$ cat src/rtl/pvic_pkg.sv
package pvic_pkg;
    typedef enum logic [1:0] {
        DET_LOW  = 2'd0,
        DET_HIGH = 2'd1,
        DET_RISE = 2'd2,
        DET_FALL = 2'd3
    } det_mode_e;

    localparam int WORD_VEC  = 0;
    localparam int WORD_MASK = 1;
    localparam int WORD_CLR  = 2;
    localparam int WORD_PEND = 3;
    localparam int WORD_CFG  = 16;
endpackage

$ cat src/rtl/pvic_sync_det.sv
module pvic_sync_det #(
    parameter int NUM_SRC = 16
) (
    input  logic                    clk,
    input  logic                    rst_n,
    input  logic [NUM_SRC-1:0]      src_i,
    input  logic [NUM_SRC-1:0][1:0] mode_i,
    output logic [NUM_SRC-1:0]      det_o
);
    import pvic_pkg::*;

    logic [NUM_SRC-1:0] s1_q, s2_q, s3_q;

    always_ff @(posedge clk or negedge rst_n) begin
        if (!rst_n) begin
            s1_q <= '0;
            s2_q <= '0;
            s3_q <= '0;
        end else begin
            s1_q <= src_i;
            s2_q <= s1_q;
            s3_q <= s2_q;
        end
    end

    for (genvar i = 0; i < NUM_SRC; i++) begin : g_det
        always_comb begin
            unique case (det_mode_e'(mode_i[i]))
                DET_LOW:  det_o[i] = ~s2_q[i];
                DET_HIGH: det_o[i] =  s2_q[i];
                DET_RISE: det_o[i] =  s2_q[i] & ~s3_q[i];
                DET_FALL: det_o[i] = ~s2_q[i] &  s3_q[i];
                default:  det_o[i] = 1'b0;
            endcase
        end
    end
endmodule

$ cat src/rtl/pvic_arb.sv
module pvic_arb #(
    parameter int NUM_SRC = 16,
    parameter int LVL_W   = 3,
    localparam int IDX_W  = $clog2(NUM_SRC)
) (
    input  logic [NUM_SRC-1:0]            pend_i,
    input  logic [NUM_SRC-1:0][LVL_W-1:0] lvl_i,
    output logic                          win_valid_o,
    output logic [IDX_W-1:0]              win_idx_o,
    output logic [LVL_W-1:0]              win_lvl_o
);
    // Ascending scan with strict compare keeps the lower index on ties.
    always_comb begin
        win_valid_o = 1'b0;
        win_idx_o   = '0;
        win_lvl_o   = '0;
        for (int i = 0; i < NUM_SRC; i++) begin
            if (pend_i[i] && (lvl_i[i] > win_lvl_o)) begin
                win_valid_o = 1'b1;
                win_idx_o   = IDX_W'(i);
                win_lvl_o   = lvl_i[i];
            end
        end
    end
endmodule

$ cat src/rtl/pvic_bus_dec.sv
module pvic_bus_dec #(
    parameter int NUM_SRC = 16,
    parameter int ADDR_W  = 8,
    localparam int WORD_W = ADDR_W - 2,
    localparam int IDX_W  = $clog2(NUM_SRC)
) (
    input  logic              req_i,
    input  logic              we_i,
    input  logic [ADDR_W-1:0] addr_i,
    output logic [WORD_W-1:0] word_o,
    output logic              rd_o,
    output logic              rd_vec_o,
    output logic              wr_mask_o,
    output logic              wr_clr_o,
    output logic              wr_cfg_o,
    output logic [IDX_W-1:0]  cfg_idx_o
);
    import pvic_pkg::*;

    logic [1:0]  byte_off;
    logic        cfg_hit;
    logic [WORD_W-1:0] cfg_rel;

    always_comb begin
        byte_off  = addr_i[1:0];
        word_o    = addr_i[ADDR_W-1:2];
        cfg_rel   = word_o - WORD_W'(WORD_CFG);
        cfg_hit   = (byte_off == 2'b00)
                  && (int'(word_o) >= WORD_CFG)
                  && (int'(word_o) <  WORD_CFG + NUM_SRC);
        cfg_idx_o = cfg_rel[IDX_W-1:0];
        rd_o      = req_i && !we_i;
        rd_vec_o  = rd_o && (int'(word_o) == WORD_VEC);
        wr_mask_o = req_i && we_i && (int'(word_o) == WORD_MASK);
        wr_clr_o  = req_i && we_i && (int'(word_o) == WORD_CLR);
        wr_cfg_o  = req_i && we_i && cfg_hit;
    end
endmodule

$ cat src/rtl/pvic_top.sv
module pvic_top #(
    parameter int NUM_SRC   = 16,
    parameter int LVL_W     = 3,
    parameter int ADDR_W    = 8,
    parameter int DATA_W    = 32,
    parameter int VEC_SHIFT = 4,
    localparam int IDX_W    = $clog2(NUM_SRC),
    localparam int WORD_W   = ADDR_W - 2
) (
    input  logic               clk,
    input  logic               rst_n,
    input  logic [NUM_SRC-1:0] src_i,
    output logic               irq_o,
    input  logic               irq_ack_i,
    input  logic               bus_req_i,
    input  logic               bus_we_i,
    input  logic [ADDR_W-1:0]  bus_addr_i,
    input  logic [DATA_W-1:0]  bus_wdata_i,
    output logic [DATA_W-1:0]  bus_rdata_o,
    output logic               bus_rvalid_o
);
    import pvic_pkg::*;

    typedef struct packed {
        logic [NUM_SRC-1:0][LVL_W-1:0] lvl;
        logic [NUM_SRC-1:0][1:0]       mode;
        logic [NUM_SRC-1:0]            pend;
        logic [LVL_W-1:0]              mask;
        logic [DATA_W-1:0]             vec;
        logic                          lock;
        logic                          irq;
        logic [DATA_W-1:0]             rdata;
        logic                          rvalid;
    } state_t;

    state_t st_d, st_q;

    logic [NUM_SRC-1:0] det;
    logic               win_valid;
    logic [IDX_W-1:0]   win_idx;
    logic [LVL_W-1:0]   win_lvl;
    logic [WORD_W-1:0]  word;
    logic               rd, rd_vec, wr_mask, wr_clr, wr_cfg;
    logic [IDX_W-1:0]   cfg_idx;
    logic               accept;
    logic [NUM_SRC-1:0] lvl_nz;

    // Plain views of state used by the bound checker.
    logic               lock_w;
    logic [LVL_W-1:0]   mask_w;
    logic [DATA_W-1:0]  vec_w;
    assign lock_w = st_q.lock;
    assign mask_w = st_q.mask;
    assign vec_w  = st_q.vec;

    pvic_sync_det #(.NUM_SRC(NUM_SRC)) u_det (
        .clk    (clk),
        .rst_n  (rst_n),
        .src_i  (src_i),
        .mode_i (st_q.mode),
        .det_o  (det)
    );

    pvic_arb #(.NUM_SRC(NUM_SRC), .LVL_W(LVL_W)) u_arb (
        .pend_i      (st_q.pend),
        .lvl_i       (st_q.lvl),
        .win_valid_o (win_valid),
        .win_idx_o   (win_idx),
        .win_lvl_o   (win_lvl)
    );

    pvic_bus_dec #(.NUM_SRC(NUM_SRC), .ADDR_W(ADDR_W)) u_dec (
        .req_i     (bus_req_i),
        .we_i      (bus_we_i),
        .addr_i    (bus_addr_i),
        .word_o    (word),
        .rd_o      (rd),
        .rd_vec_o  (rd_vec),
        .wr_mask_o (wr_mask),
        .wr_clr_o  (wr_clr),
        .wr_cfg_o  (wr_cfg),
        .cfg_idx_o (cfg_idx)
    );

    always_comb begin
        st_d        = st_q;
        st_d.rvalid = 1'b0;

        for (int i = 0; i < NUM_SRC; i++) begin
            lvl_nz[i] = (st_q.lvl[i] != '0);
        end

        accept = irq_ack_i && st_q.irq && !st_q.lock && win_valid;

        // Pending flags: sticky, gated by nonzero level, cleared by W1C or acceptance.
        st_d.pend = (st_q.pend | det) & lvl_nz;
        if (wr_clr) begin
            st_d.pend = st_d.pend & ~bus_wdata_i[NUM_SRC-1:0];
        end
        if (accept) begin
            st_d.pend[win_idx] = 1'b0;
        end

        if (wr_cfg) begin
            st_d.lvl[cfg_idx]  = bus_wdata_i[LVL_W-1:0];
            st_d.mode[cfg_idx] = bus_wdata_i[5:4];
        end

        if (wr_mask) begin
            st_d.mask = bus_wdata_i[LVL_W-1:0];
        end

        if (accept) begin
            st_d.mask = win_lvl;
            st_d.vec  = DATA_W'(win_idx) << VEC_SHIFT;
            st_d.lock = 1'b1;
        end else if (rd_vec) begin
            st_d.lock = 1'b0;
        end

        st_d.irq = !st_q.lock && !accept && win_valid && (win_lvl > st_q.mask);

        if (rd) begin
            st_d.rvalid = 1'b1;
            st_d.rdata  = '0;
            if (int'(word) == WORD_VEC) begin
                st_d.rdata = st_q.vec;
            end else if (int'(word) == WORD_MASK) begin
                st_d.rdata = DATA_W'(st_q.mask);
            end else if (int'(word) == WORD_PEND) begin
                st_d.rdata = DATA_W'(st_q.pend);
            end else if ((int'(word) >= WORD_CFG) && (int'(word) < WORD_CFG + NUM_SRC)) begin
                st_d.rdata = DATA_W'({st_q.mode[cfg_idx], 1'b0, st_q.lvl[cfg_idx]});
            end
        end
    end

    always_ff @(posedge clk or negedge rst_n) begin
        if (!rst_n) begin
            st_q <= '0;
        end else begin
            st_q <= st_d;
        end
    end

    assign irq_o        = st_q.irq;
    assign bus_rdata_o  = st_q.rdata;
    assign bus_rvalid_o = st_q.rvalid;
endmodule

$ cat config.mk
export PLATFORM = sky130hd
export DESIGN_NAME = pvic_top
export DESIGN_NICKNAME = d
export VERILOG_FILES = /design/src/rtl/pvic_pkg.sv /design/src/rtl/pvic_sync_det.sv /design/src/rtl/pvic_arb.sv /design/src/rtl/pvic_bus_dec.sv /design/src/rtl/pvic_top.sv
export SDC_FILE = /design/constraint.sdc
export NUM_CORES = 1
export LEC_CHECK = 0
export BUFFER_PORTS_ARGS = -buffer_cell sky130_fd_sc_hd__buf_2
export CAP_MARGIN = 15
export CORE_ASPECT_RATIO = 1.1
export CORE_MARGIN = 1.5
export CORE_UTILIZATION = 55
export DETAILED_ROUTE_END_ITERATION = 16
export PLACE_DENSITY = 0.78
export SYNTH_ARGS = -nofsm -noshare
export SYNTH_HDL_FRONTEND = slang
export SYNTH_SLANG_ARGS = --single-unit
$ cat constraint.sdc
create_clock -name clk -period 19.4 [get_ports clk]
set_clock_uncertainty 0.15 [all_clocks]
set_input_delay 0 -clock clk [delete_from_list [all_inputs] [get_ports clk]]
set_output_delay 0 -clock clk [all_outputs]
set_load 0.02 [all_outputs]
==> run metrics <==
period utilisation layout 103.8%; gpl congestion 0.9553; Worst Path Arrival 20270 ps; vias in the first global route 9139; port buffer count 62; via/cell ratio 6.513; multiplexer area fraction after synthesis 15.09%; insertion delay to the later sink of the worst-skew pair 450 ps; FMAX 0.04967 GHz; Clock power frac 31.1%; number of buffers created by CTS 17; P_sw 0.3339 mW; crit path max fanout 4; worst-path cell with the longest stage delay dfrtp_1; Synth Instances 973; Clock Tree Root clkbuf_16; RSZ-0062 raised after global routing true; row cnt 51; Synth Flop Type dfrtp_1; Synth Area in Compound Gates 16.57%; crit-path most repeated cell buf_4; via count 9287; R2R cell count 111; kind of critical path register to register; cell with the most instances after synthesis dfrtp_1; ys async rst share 100.0%; Post-synth EDFFs 0; Clk pin slew, worst setup/hold paths 70 ps; wirelength, routed 32080 um; slowest stage delay, CP 400 ps; HP Class input port to register; synth warn 0; total power after layout 1.020 mW; Pint 0.6862 mW; Gate power share 29.7%; IO Count 95; final setup margin -733.7 ps; Pleak 5.974 nW; adder-cell share of the synthesized area 3.998%; DRC viols 0; Final Cell Area 0.01297 mm2; post-synthesis register bit count 170; grt total ovfl 0; final setup vio count 24; initial antenna violation count 1; CTS max path bufs 2; area fraction of the dominant cell type after synthesis 41.83%; clock sinks 170; Layout area overhead 27.49%; Initial Utilization 56.72%; nets@finish 1259; Final Max Slew Viols 0; Yosys cell types 94; Pre-antenna DRT Iters 8; die height 145.6 um; Avg WL per Cell 22.50 um; crit path time final 20130 ps; register area share after synthesis 41.83%; top post-synthesis cells by count dfrtp_1 (170), o21ai_0 (87), nand2_1 (84); Worst Path Required 19540 ps; crit start category register; Tightest Pin Transition 1134 ps; Die Area 0.01932 mm2; layout cells sized above 1 39.56%; H-tree level count 4; Die X 132.7 um; sw frac 32.73%; failing checks negative setup slack; outcome finished, violations left; all-layer global routing usage 32.52%; post-synthesis simple-gate area fraction 15.43%; Seq pwr share 39.1%; drt first-iter violations 959; largest area contributor in the netlist dfrtp_1; largest net degree at the start of global routing 89; Synth area leaders dfrtp_1 (42%), mux2_2 (8.3%), mux4_2 (5.5%); XOR/XNOR Fraction of Synth Area 1.378%; PD cells 78.67 mW/mm2; Filler Cell Count 1160; setup TNS -12350 ps; Final HPWL DP 20250 um; hold depth 5; Syn Std Cell Area 0.01017 mm2; CTS tree done; Diodes inserted 0; core outline area 0.01793 mm2; VDD IR max 0.00006376 V; total of max-cap violations 0; post-route antenna net violation count 0; global-route wire length before repair 48540 um; Hold Violations, Final 0; synthesized area per cell 10.45 um2; Worst slew margin 23.85%; CP endpoint kind register; placed inst area 0.01119 mm2; largest family of logic cells by synthesized area compound AO/OA/AOI/OAI gates
-- worst max-delay path, delay by kind of cell, from the launching register on --
family                   cells  cell delay [ps]
adder cells (fa/ha/maj)     22             5870
flip-flops                   1              400
multiplexers                 6             1950
AO/OA/AOI/OAI               27             4360
AND/OR/NAND/NOR             39             5130
buffers and inverters       17             2100
-- state kept, by name, summed over array words and instances, names as in the netlist --
register	count
irq_o	1
u_det.s1_q	16
st_q	96
u_det.s2_q	16
bus_rvalid_o	1
mask_w	3
bus_rdata_o	16
vec_w	4
u_det.s3_q	16
lock_w	1
-- final cells by class --
class | count | area, um2 | area share, %
clock buffers | 20 | 446.7 | 3.445
clock inverters | 11 | 88.84 | 0.6851
inverters | 37 | 141.4 | 1.090
multi-input cells | 714 | 5981 | 46.12
flip-flops and latches | 170 | 4254 | 32.81
well taps | 238 | 297.8 | 2.296
repair buffers | 236 | 1758 | 13.56
-- timing repair --
item | CTS | global route
hold buffers | 37 | 0
gates resized for setup | 30 | 60
endpoints found under the hold margin | 165 | 0
pin swaps | 75 | 42
buffers inserted | 47 | 16
endpoints found under the setup margin | 24 | 25
-- kinds of logic (layout without fill, tap and decap cells) --
kind of cell             count (synthesis)  in the layout
AND/OR/NAND/NOR                        287            287
adder cells (fa/ha/maj)                 35             35
XOR/XNOR                                16             16
AO/OA/AOI/OAI                          249            249
multiplexers                           111            111
other                                    1             16
buffers and inverters                  104            304
flip-flops                             170            170
-- path summary, 6_finish.rpt --
check | start | endpoint | slack [ps]
min in group asynchronous | rst_n | u_det.s2_q[9] | 50
min | bus_req_i | mask_w[2] | 30
max | st_q[70] | st_q[73] | -730
max in group asynchronous | rst_n | st_q[83] | 17480
max reg2reg | st_q[70] | st_q[73] | -730
min reg2reg | u_det.s1_q[3] | u_det.s2_q[3] | 200
-- placed cells by master (no fill, tap or decap), types with 8 or more instances in the layout --
cell type and count:
a21oi_1 44, a21oi_2 10, a22o_1 10, a22oi_1 8, and2_1 8, and3b_1 17, buf_2 61, buf_4 126
buf_6 13, clkbuf_16 17, conb_1 16, dfrtp_1 170, dlygate4sd3_1 36, ha_1 11, ha_4 11, inv_1 34
maj3_2 10, mux2_2 72, mux4_2 25, nand2_1 73, nand2_2 12, nand2b_1 11, nand3_1 12, nor2_1 33
nor2_2 8, nor2_4 8, nor3_1 20, nor3b_1 18, o21ai_0 76, o21ai_2 10, xor2_1 16
-- metal layers --
| metal | up-vias | global-route usage (%) | part of all wire (%) |
|---|---|---|---|
| met5 | - | 0 | 0.041 |
| met4 | 2 | 22.91 | 7.6 |
| met3 | 190 | 5.991 | 9.2 |
| met2 | 618 | 53.06 | 48 |
| met1 | 4543 | 38.99 | 35 |
| li1 | 3934 | - | - |
-- stage by stage --
stage	instances	setup slack (ps)	utilization (%)	hold slack, ps
after floorplan	988	19.77	-	-445.6
after global placement	1297	77.26	62.43	-42.38
after detailed placement	1297	-649.7	62.43	-40.69
after CTS	1412	-11.45	70.13	7.526
after global routing	1426	-1424	72.32	42.28
final	1426	-733.7	72.32	25.06
-- power by group through the flow --
stage	combinational [mW]	clock, mW	sequential [mW]
finish	0.303	0.318	0.399
global route	0.324	0.334	0.401
CTS	0.255	0.318	0.397
detailed placement	0.226	0	0.403
global placement	0.221	0	0.402
floorplan	0.151	0	0.396
Note: power is estimated with default switching activity, not from simulation.
